File: config.mk
export PLATFORM = sky130hd
export DESIGN_NAME = pm_event_serializer
export DESIGN_NICKNAME = d
export VERILOG_FILES = /design/src/rtl/pm_ser_pkg.sv /design/src/rtl/pm_interval_timer.sv /design/src/rtl/pm_range_match.sv /design/src/rtl/pm_event_accum.sv /design/src/rtl/pm_frame_shifter.sv /design/src/rtl/pm_event_serializer.sv
export SDC_FILE = /design/constraint.sdc
export NUM_CORES = 1
export LEC_CHECK = 0
export BUFFER_PORTS_ARGS = -buffer_cell sky130_fd_sc_hd__buf_4
export CAP_MARGIN = 30
export CELL_PAD_IN_SITES_DETAIL_PLACEMENT = 2
export CELL_PAD_IN_SITES_GLOBAL_PLACEMENT = 2
export CORE_ASPECT_RATIO = 0.7
export CORE_MARGIN = 1.5
export CORE_UTILIZATION = 24
export DETAILED_ROUTE_END_ITERATION = 7
export GPL_ROUTABILITY_DRIVEN = 0
export PLACE_DENSITY = 0.77
export SYNTH_ARGS = -nofsm -noshare
export SYNTH_HDL_FRONTEND = slang
export SYNTH_SLANG_ARGS = --single-unit
File: constraint.sdc
create_clock -name clk -period 2.45 [get_ports clk]
set_clock_uncertainty 0.1 [all_clocks]
set_input_delay 0.245 -clock clk [delete_from_list [all_inputs] [get_ports clk]]
set_output_delay 0.245 -clock clk [all_outputs]
set_load 0.03 [all_outputs]
File: src/rtl/pm_ser_pkg.sv
package pm_ser_pkg;
  typedef enum logic [1:0] {
    TX_IDLE  = 2'd0,
    TX_START = 2'd1,
    TX_DATA  = 2'd2,
    TX_STOP  = 2'd3
  } tx_state_t;
endpackage

File: src/rtl/pm_interval_timer.sv
module pm_interval_timer #(
  parameter int INTV_0 = 40,
  parameter int INTV_1 = 100,
  parameter int INTV_2 = 200,
  parameter int INTV_3 = 330,
  parameter int CNT_W  = 9
) (
  input  logic       clk,
  input  logic       rst,
  input  logic [1:0] sel,
  input  logic       run,
  output logic       expire
);
  logic [CNT_W-1:0] limit;
  logic [CNT_W-1:0] cnt;

  always_comb begin
    case (sel)
      2'd0:    limit = CNT_W'(INTV_0 - 1);
      2'd1:    limit = CNT_W'(INTV_1 - 1);
      2'd2:    limit = CNT_W'(INTV_2 - 1);
      default: limit = CNT_W'(INTV_3 - 1);
    endcase
  end

  always_ff @(posedge clk) begin
    if (rst || !run) begin
      cnt <= limit;
    end else if (cnt != '0) begin
      cnt <= cnt - 1'b1;
    end
  end

  assign expire = run && (cnt == '0);


  gap_hold_chk: assert property (@(posedge clk) disable iff (rst)
    (run && !expire) |=> run);
endmodule

File: src/rtl/pm_range_match.sv
module pm_range_match #(
  parameter int AW = 32
) (
  input  logic          valid,
  input  logic [AW-1:0] addr,
  input  logic [AW-1:0] base,
  input  logic [AW-1:0] mask,
  output logic          hit
);
  logic [AW-1:0] diff;

  always_comb begin
    diff = (addr ^ base) & mask;
    hit  = valid && (diff == '0);
  end


  always_comb begin
    if (!valid) no_valid_no_hit_chk: assert (!hit);
  end
endmodule

File: src/rtl/pm_event_accum.sv
module pm_event_accum #(
  parameter int W         = 8,
  parameter int RANGE_BIT = 1
) (
  input  logic         clk,
  input  logic         rst,
  input  logic [W-1:0] stb,
  input  logic [W-1:0] en,
  input  logic         range_hit,
  input  logic         capture,
  output logic [W-1:0] pkt
);
  logic [W-1:0] raw;
  logic [W-1:0] set_vec;
  logic [W-1:0] pkt_q;

  for (genvar i = 0; i < W; i++) begin : g_src
    if (i == RANGE_BIT) begin : g_range
      assign raw[i] = range_hit;
    end else begin : g_strobe
      assign raw[i] = stb[i];
    end
  end

  assign set_vec = raw & en;

  always_ff @(posedge clk) begin
    if (rst) begin
      pkt_q <= '0;
    end else begin
      pkt_q <= (capture ? '0 : pkt_q) | set_vec;
    end
  end

  assign pkt = pkt_q;


  no_disabled_set_chk: assert property (@(posedge clk) disable iff (rst)
    !capture |=> ((pkt_q & ~$past(pkt_q) & ~$past(en)) == '0));

  capture_clear_chk: assert property (@(posedge clk) disable iff (rst)
    capture |=> ((pkt_q & ~$past(raw)) == '0));

  late_event_kept_chk: assert property (@(posedge clk) disable iff (rst)
    capture |=> ((pkt_q & $past(set_vec)) == $past(set_vec)));
endmodule

File: src/rtl/pm_frame_shifter.sv
module pm_frame_shifter
  import pm_ser_pkg::*;
#(
  parameter int W = 8
) (
  input  logic         clk,
  input  logic         rst,
  input  logic         expire,
  input  logic [W-1:0] pkt_in,
  output logic         capture,
  output logic         idle,
  output logic         ser_out
);
  localparam int BW = (W > 2) ? $clog2(W) : 1;

  tx_state_t      state;
  logic           hold;
  logic [BW-1:0]  bitcnt;
  logic [W-1:0]   shreg;
  logic           ser_q;

  assign idle    = (state == TX_IDLE);
  assign capture = idle && expire;

  always_ff @(posedge clk) begin
    if (rst) begin
      state  <= TX_IDLE;
      hold   <= 1'b0;
      bitcnt <= '0;
      shreg  <= '0;
      ser_q  <= 1'b0;
    end else begin
      case (state)
        TX_IDLE: begin
          ser_q <= 1'b0;
          if (expire) begin
            state <= TX_START;
            ser_q <= 1'b1;
            shreg <= pkt_in;
            hold  <= 1'b0;
          end
        end
        TX_START: begin
          if (!hold) begin
            hold  <= 1'b1;
            ser_q <= 1'b1;
          end else begin
            state  <= TX_DATA;
            ser_q  <= shreg[W-1];
            shreg  <= {shreg[W-2:0], 1'b0};
            bitcnt <= '0;
          end
        end
        TX_DATA: begin
          if (bitcnt == BW'(W - 1)) begin
            state <= TX_STOP;
            ser_q <= 1'b1;
          end else begin
            ser_q  <= shreg[W-1];
            shreg  <= {shreg[W-2:0], 1'b0};
            bitcnt <= bitcnt + 1'b1;
          end
        end
        default: begin
          state <= TX_IDLE;
          ser_q <= 1'b0;
        end
      endcase
    end
  end

  assign ser_out = ser_q;


  start_pair_chk: assert property (@(posedge clk) disable iff (rst)
    capture |=> ser_out ##1 ser_out);

  msb_first_chk: assert property (@(posedge clk) disable iff (rst)
    capture |=> ##2 (ser_out == $past(pkt_in[W-1], 3)));

  end_mark_chk: assert property (@(posedge clk) disable iff (rst)
    (state == TX_STOP) |-> ser_out ##1 !ser_out);

  idle_low_chk: assert property (@(posedge clk) disable iff (rst)
    (state == TX_IDLE) |-> !ser_out);
endmodule

File: src/rtl/pm_event_serializer.sv
module pm_event_serializer #(
  parameter int PKT_W     = 8,
  parameter int RANGE_BIT = 1,
  parameter int AW        = 32,
  parameter int INTV_0    = 40,
  parameter int INTV_1    = 100,
  parameter int INTV_2    = 200,
  parameter int INTV_3    = 330
) (
  input  logic             clk,
  input  logic             rst,
  input  logic [PKT_W-1:0] evt_stb,
  input  logic [PKT_W-1:0] evt_en,
  input  logic [1:0]       intv_sel,
  input  logic             mem_valid,
  input  logic [AW-1:0]    mem_addr,
  input  logic [AW-1:0]    range_base,
  input  logic [AW-1:0]    range_mask,
  output logic             ser_out
);
  localparam int M01      = (INTV_0 > INTV_1) ? INTV_0 : INTV_1;
  localparam int M23      = (INTV_2 > INTV_3) ? INTV_2 : INTV_3;
  localparam int INTV_MAX = (M01 > M23) ? M01 : M23;
  localparam int CNT_W    = $clog2(INTV_MAX + 1);

  logic             expire;
  logic             capture;
  logic             idle;
  logic             range_hit;
  logic [PKT_W-1:0] pkt;

  pm_interval_timer #(
    .INTV_0(INTV_0), .INTV_1(INTV_1), .INTV_2(INTV_2), .INTV_3(INTV_3),
    .CNT_W (CNT_W)
  ) u_timer (
    .clk   (clk),
    .rst   (rst),
    .sel   (intv_sel),
    .run   (idle),
    .expire(expire)
  );

  pm_range_match #(.AW(AW)) u_match (
    .valid(mem_valid),
    .addr (mem_addr),
    .base (range_base),
    .mask (range_mask),
    .hit  (range_hit)
  );

  pm_event_accum #(.W(PKT_W), .RANGE_BIT(RANGE_BIT)) u_accum (
    .clk      (clk),
    .rst      (rst),
    .stb      (evt_stb),
    .en       (evt_en),
    .range_hit(range_hit),
    .capture  (capture),
    .pkt      (pkt)
  );

  pm_frame_shifter #(.W(PKT_W)) u_shift (
    .clk    (clk),
    .rst    (rst),
    .expire (expire),
    .pkt_in (pkt),
    .capture(capture),
    .idle   (idle),
    .ser_out(ser_out)
  );


  reset_low_chk: assert property (@(posedge clk)
    rst |=> !ser_out);
endmodule

==> summary.md, run 1 <==
| Metric | Value |
|---|---|
| Status | finished, final reports clean |
| CP max FO | 5 |
| Final Setup Violations | 0 |
| Compound-gate portion of the synthesized area | 0.189 |
| Overflow after GRT | 0 |
| Multiplexer share of the synthesized area | 0.0449 |
| Met1 Routed Length | ~3000 um |
| Leak pwr | 0.00138 uW |
| Slew Viols, Final | 0 |
| Die span in y | 79.5 um |
| DRC viols | 0 |
| # rows | 27 |
| Die area | 0.00892 sq mm |
| Vias/cell | between 4 and 5 |
| Synth cell types | 37 |
| Drt first pass iters | 6 |
| Worst Setup Start Kind | flop |
| CP max-delay cell | edfxtp_1 |
| DR iter-0 viols | 50 |
| Antenna cell count | 0 |
| Worst path max stage delay | 0.50 ns |
| Layout cells sized above 1 | 0.398 |
| Core footprint | between 0.007 and 0.008 sq mm |
| TritonCTS clock tree | yes |
| Slew at the pin closest to its max-slew limit | 0.582 ns |
| Met3 WL | between 400 and 500 um |
| Hold buffer count at CTS | 0 |
| DR top layer | met4 |
| Clock Power Share | 0.363 |
| Pin count of the biggest net entering global routing | 28 |
| Async set-reset flop share out of synthesis | 0 |
| I/O pin count | ~120 |
| Synth Area in Adders | 0.0499 |
| Critical path's top delay family | compound AO/OA/AOI/OAI gates |
| Max Root-Sink Buffers | 2 |
| Clk sink count | 32 |
| Syn. warnings | 0 |
| CP Data Arrival Time | 2.16 ns |
| Total GRT Usage | 0.164 |
| Buf/Inv on CP | 0 |
| Clk Latency, worst-skew pair | roughly 0.28 ns |
| Power per cell area | 593 mW/mm^2 |
| Part of the Yosys area used for sequential elements | 0.364 |
| Initial Util | 0.252 |
| Count leader, synth | xor2_1 |
| Worst Hold Class | primary input to flop |
| Synth cell count leaders | xor2_1 (36), nor2_1 (26), dfxtp_1 (23) |
| Mapped Avg Cell Area | 9.46 sq um |
| Main flop type after synthesis | dfxtp_1 |
| Worst VDD drop | 0.232 mV |
| Post-Route Utilization | 0.393 |
| Port Buf Inserts | 116 |
| Reg2reg setup slack | roughly 0.34 ns |
| Cell area after synthesis | 0.00201 sq mm |
| Syn_nets | 337 |
| Die Width | 112 um |
| RSZ-0062 raised after global routing | no |
| CTS H-Tree Depth | 2 |
| Worst EP required | 2.51 ns |
| Setup TNS Final | 0 ns |
| Fillers | 896 |
| First-pass GRT wire length | around 11000 um |
| Final min period | 2.11 ns |
| FF+latch count, synth | 32 |
| Tcrit/Tclk final | 0.859 |
| Post-synth EDFFs | 9 |
| Antenna Nets Post-Route | 0 |
| Reg clk slew, reported paths | around 0.06 ns |
| Nets | 453 |
| Tot Pwr | 1860 uW |
| Vias | 2034 |
| Fmax | 0.475 GHz |
| Dpl hpwl | roughly 5800 um |
| Critical path endpoint category | flop |
| Synth Area in XOR/XNOR | 0.170 |
| Synthesized instance count | 212 |
| Worst path cell trace | nor4_4, o311ai_2, a221oi_1, mux2i_1, nor2_1 |
| Ranking of synthesized cells by area | dfxtp_1 (23%), xor2_1 (16%), edfxtp_1 (13%) |
| WL final | around 7000 um |
| Synth Area in Simple Gates | 0.152 |
| Top-area cell type share of the netlist area | 0.230 |
| Largest family of logic cells by synthesized area | compound AO/OA/AOI/OAI gates |
| Leading area contributor after synthesis | dfxtp_1 |
| Post-CTS Setup Repair Bufs | 0 |
| Vias in the first global route | about 2400 |
| Sw Pwr | 527 uW |
| Hold Violations, Final | 0 |
| P_int | ~1300 uW |
| Setup CP Type | flop to flop |
| Max-Slew Margin vs Limit | 0.612 |
| Comb pwr share | 0.258 |
| Post-CTS sizing | 0 |
| Number of CTS-inserted buffers | 5 |
| Reg power frac | 0.378 |
| Antenna violations before repair | 0 |
| Sw Ratio | 0.284 |
| Area grow syn2layout | 56.3% |
| Max_cap viols | 0 |
| Routed met2 length | 3420 um |
| DR WL/cell | 16.2 um |
| Root Driver | clkbuf_16 |
==> logic make-up (layout without fill, tap and decap cells) <==
| group | Yosys count | after routing |
|---|---|---|
| AOI/OAI and AO/OA | 50 | 50 |
| xor gates and xnor gates | 39 | 39 |
| adders and majority gates | 8 | 8 |
| buffers and inverters | 14 | 131 |
| DFF | 32 | 32 |
| muxes | 9 | 9 |
| and+or+nand+nor | 60 | 60 |
==> cell type report <==
type,count,area [sq um],share of cell area
multi-input cells,166,1210,0.388
clock inverters,2,11.3,0.00359
well taps,101,126,0.0403
repair buffers,117,878,0.280
inverters,6,22.5,0.00719
clock buffers,6,150,0.0479
flip-flops and latches,32,731,0.233
==> through the flow <==
stage | area (sq um) | cells | hold slack, ns | setup WS [ns]
after floorplan | 2010 | 212 | 0.306 | 0.528
after global placement | 2970 | 422 | 0.343 | 0.352
after detailed placement | 2970 | 422 | 0.360 | 0.356
after CTS | 3130 | 430 | 0.113 | 0.325
after global routing | 3130 | 430 | 0.129 | 0.142
final | 3130 | 430 | 0.123 | 0.345
==> power groups by stage <==
stage / logic [uW] / registers, uW / clock network (uW)
2_1_floorplan: 269 / 693 / 0
3_3_place_gp: 463 / 708 / 0
3_5_place_dp: 488 / 713 / 0
4_1_cts: 492 / 703 / 697
5_1_grt: 539 / 714 / 721
6_report: 480 / 702 / 675
==> placed cells by master, fill, tap and decap left out, drive strengths merged <==
cell,Yosys,layout
a211oi,9,9
a21boi,1,1
a21o,1,1
a21oi,9,9
a221oi,2,2
a222oi,1,1
a22o,1,1
a22oi,19,19
a311oi,1,1
and2,1,1
buf,1,117
clkbuf,7,6
clkinv,0,1
dfxtp,23,23
edfxtp,9,9
ha,8,8
inv,6,7
mux2i,9,9
nand2,9,9
nand2b,2,2
nand3,2,2
nand3b,3,3
nand4,5,5
nand4b,1,1
nor2,26,26
nor2b,2,2
nor3,3,3
nor4,2,2
o21ai,5,5
o311ai,1,1
or2,1,1
or3,2,2
or4,1,1
xnor2,3,3
xor2,36,36
==> sequential cells by signal, indices dropped and copies added (netlist names) <==
name,count
u_shift.ser_out,1
u_shift.shreg,8
u_timer.cnt,9
u_shift.hold,1
u_shift.state,2
u_accum.pkt,8
u_shift.bitcnt,3
==> path summary, 6_finish.rpt <==
check,endpoint,depth (start not counted),from
min reg2reg,u_shift.bitcnt[2],2,u_shift.bitcnt[2]
max,u_shift.state[1],5,u_timer.cnt[5]
max reg2reg,u_shift.state[1],5,u_timer.cnt[5]
min,u_accum.pkt[0],3,evt_en[0]
==> tightest hold or removal path: stages <==
cell and delay (ns):
buf_4 0.07, a22oi_1 0.07, nor2_1 0.08
==> metal layers <==
metal | up-vias | global-route usage
met1 | 953 | 0.191
met4 | 0 | 0.0519
met3 | 9 | 0.0471
li1 | 1000 | -
met2 | 72 | 0.295
met5 | - | 0
Note: power is estimated with default switching activity, not from simulation.
==> run 2: changes to the inputs <==
Settings changed: CORE_MARGIN 1.5 to 3, RECOVER_POWER set to 25.
==> run 2 against run 1 <==
  * Core utilization is 0.28 points lower
  * Count of clock-buffer cells in the layout is 2 higher
  * Die area up 6.5%
  * First-iteration DRC count increased by 2.0%
  * Via count grew 0.88%
  * Non-clock buffer count unchanged
  * Power is 1.1% lower
  * Sequential power about the same
  * Hold slack improved by 0.011 ns
  * Combinational power about the same
  * Cell count unchanged
  * Clock power fell by 3.4%
  * Critical endpoint unchanged
  * Largest power group unchanged
==> summary.md, run 2 (synthesis results as in run 1) <==
| Metric | Value |
|---|---|
| Status | finished, final reports clean |
| Post-CTS sizing | 0 (unchanged) |
| DRC viols | 0 (unchanged) |
| Root Driver | clkbuf_16 |
| Worst Hold End | u_accum.pkt[5] |
| Hold path depth | 3 (unchanged) |
| Final min period | 2.17 ns (+0.0626 ns) |
| Final Setup Violations | 0 (unchanged) |
| Sw Ratio | 0.279 (-0.00510) |
| Sw Pwr | 512 uW (-2.9%) |
| # rows | 27 (unchanged) |
| Fmax | 0.461 GHz (-2.9%) |
| Die area | 0.00951 sq mm (+6.5%) |
| Critical path endpoint category | flop |
| Worst VDD drop | 0.264 mV (+14%) |
| Clk Latency, worst-skew pair | 0.28 ns (about the same) |
| Commonest cells after routing, fill and taps aside | buf_4 (116), xor2_1 (36), nor2_1 (26), dfxtp_1 (23), a22oi_1 (19) |
| Comb pwr share | 0.261 (+0.003) |
| Pin count of the biggest net entering global routing | 28 (unchanged) |
| Vias in the first global route | 2337 (-3.5%) |
| Vias | 2052 (+0.88%) |
| Worst EP required | 2.50 ns (about the same) |
| Clk sink count | 32 (unchanged) |
| Overflow after GRT | 0 (unchanged) |
| Vias/cell | 4.77 (+0.88%) |
| Setup CP Type | flop to flop |
| Hold_sp | evt_en[5] |
| Post-CTS Setup Repair Bufs | 0 (unchanged) |
| Worst Hold Class | primary input to flop |
| DR iter-0 viols | 51 (+2.0%) |
| P_int | 1320 uW (-0.42%) |
| Multi-input gate area | 0.00121 sq mm (unchanged) |
| Max_cap viols | 0 (unchanged) |
| Power per cell area | 588 mW/mm^2 (-0.85%) |
| Total GRT Usage | 0.156 (-0.00868) |
| Slew Viols, Final | 0 (unchanged) |
| Max Root-Sink Buffers | 2 (unchanged) |
| Clock Power Share | 0.355 (-0.008) |
| CP max FO | 5 (unchanged) |
| R2R depth | 5 (unchanged) |
| I/O pin count | 118 (unchanged) |
| Placed Cells incl. Taps | 422 (unchanged) |
| Drt first pass iters | 4 (-2) |
| Worst Setup Start Kind | flop |
| Max reg flops | 9 (unchanged) |
| Port Buf Inserts | 116 (unchanged) |
| Reg-to-reg endpoint | u_shift.state[1] |
| Fillers | 895 (-0.11%) |
| Antenna violations before repair | 0 (unchanged) |
| Number of CTS-inserted buffers | 5 (unchanged) |
| Max-Slew Margin vs Limit | 0.619 (+0.00715) |
| Worst setup margin | 0.282 ns (-0.0626 ns) |
| First-pass GRT wire length | 11300 um (-1.7%) |
| CTS H-Tree Depth | 2 (unchanged) |
| Hold buffer count at CTS | 0 (unchanged) |
| Nets | 453 (unchanged) |
| Commonest non-fill, non-tap cell in the layout | buf_4 |
| Tcrit/Tclk final | 0.885 (+0.0255) |
| Reg2reg setup slack | 0.28 ns (-0.06 ns) |
| Reg clk slew, reported paths | 0.06 ns (about the same) |
| Setup TNS Final | 0 ns (unchanged) |
| WL final | 7220 um (+3.5%) |
| Layout cells sized above 1 | 0.392 (-0.00608) |
| Register area | 731 sq um (unchanged) |
| Antenna cell count | 0 (unchanged) |
| Core footprint | 0.00801 sq mm (+0.42%) |
| Worst slack at placement | 0.274 ns (-0.0817 ns) |
| Slew at the pin closest to its max-slew limit | 0.571 ns (-0.0107 ns) |
| Initial Util | 0.251 (-0.00106) |
| Post-Route Utilization | 0.390 (-0.00275) |
| Area grow syn2layout | 55.8% |
| Die span in y | 82.5 um (+3.8%) |
| Largest register by flop count | u_timer.cnt |
| Antenna Nets Post-Route | 0 (unchanged) |
| Leak pwr | 0.00137 uW (-0.68%) |
| Reg power frac | 0.384 (+0.006) |
| Crit. Startpoint | u_timer.cnt[5] |
| TritonCTS clock tree | yes |
| DR WL/cell | 16.8 um (+3.5%) |
| CP Data Arrival Time | 2.22 ns (+0.06 ns) |
| Non-Filler Instances | 430 (unchanged) |
| RSZ-0062 raised after global routing | no |
| Worst R2R Start | u_timer.cnt[5] |
| Dpl hpwl | 6190 um (+6.3%) |
| Die Width | 115 um (+2.7%) |
| Hold Violations, Final | 0 (unchanged) |
[run 2: worst max-delay path, cell delays in order (launching register included)]
cell and delay, ns:
edfxtp_1 0.52, nor4_4 0.35, o311ai_2 0.23, a221oi_1 0.52, mux2i_1 0.25, nor2_1 0.06
[run 2: final cells by class]
class | count | share of cell area
repair buffers | 117 | 0.280
inverters | 6 | 0.00721
multi-input cells | 166 | 0.389
clock buffers | 8 | 0.0500
well taps | 101 | 0.0404
flip-flops and latches | 32 | 0.234
[run 2: metrics by stage]
| stage | area (sq um) | power [uW] | hold WS, ns |
|---|---|---|---|
| after global placement | 2970 | 1170 | 0.343 |
| after detailed placement | 2970 | 1200 | 0.363 |
| after floorplan | 2010 | 963 | 0.306 |
| after CTS | 3130 | 1870 | 0.125 |
| after global routing | 3130 | 1950 | 0.137 |
| final | 3130 | 1840 | 0.134 |
[run 2: worst max-delay path by stage]
stage	slack, ns	endpoint	depth (start not counted)
CTS	0.24	u_shift.state[1]	5
floorplan	0.53	u_shift.shreg[4]	6
detailed placement	0.27	u_shift.state[1]	5
global route	0.14	u_shift.state[1]	5
finish	0.28	u_shift.state[1]	5
global placement	0.34	u_shift.state[1]	5
[run 2: metal layers]
layer	part of all wire	GRT usage
met5	0	0
met4	0.0096	0.0352
met3	0.090	0.0626
met2	0.50	0.280
met1	0.40	0.174
[run 2: power groups by stage]
stage | clock network, uW | registers (uW) | logic (uW)
CTS | 677 | 705 | 491
global placement | 0 | 708 | 464
finish | 652 | 704 | 480
floorplan | 0 | 693 | 269
detailed placement | 0 | 715 | 488
global route | 699 | 714 | 540
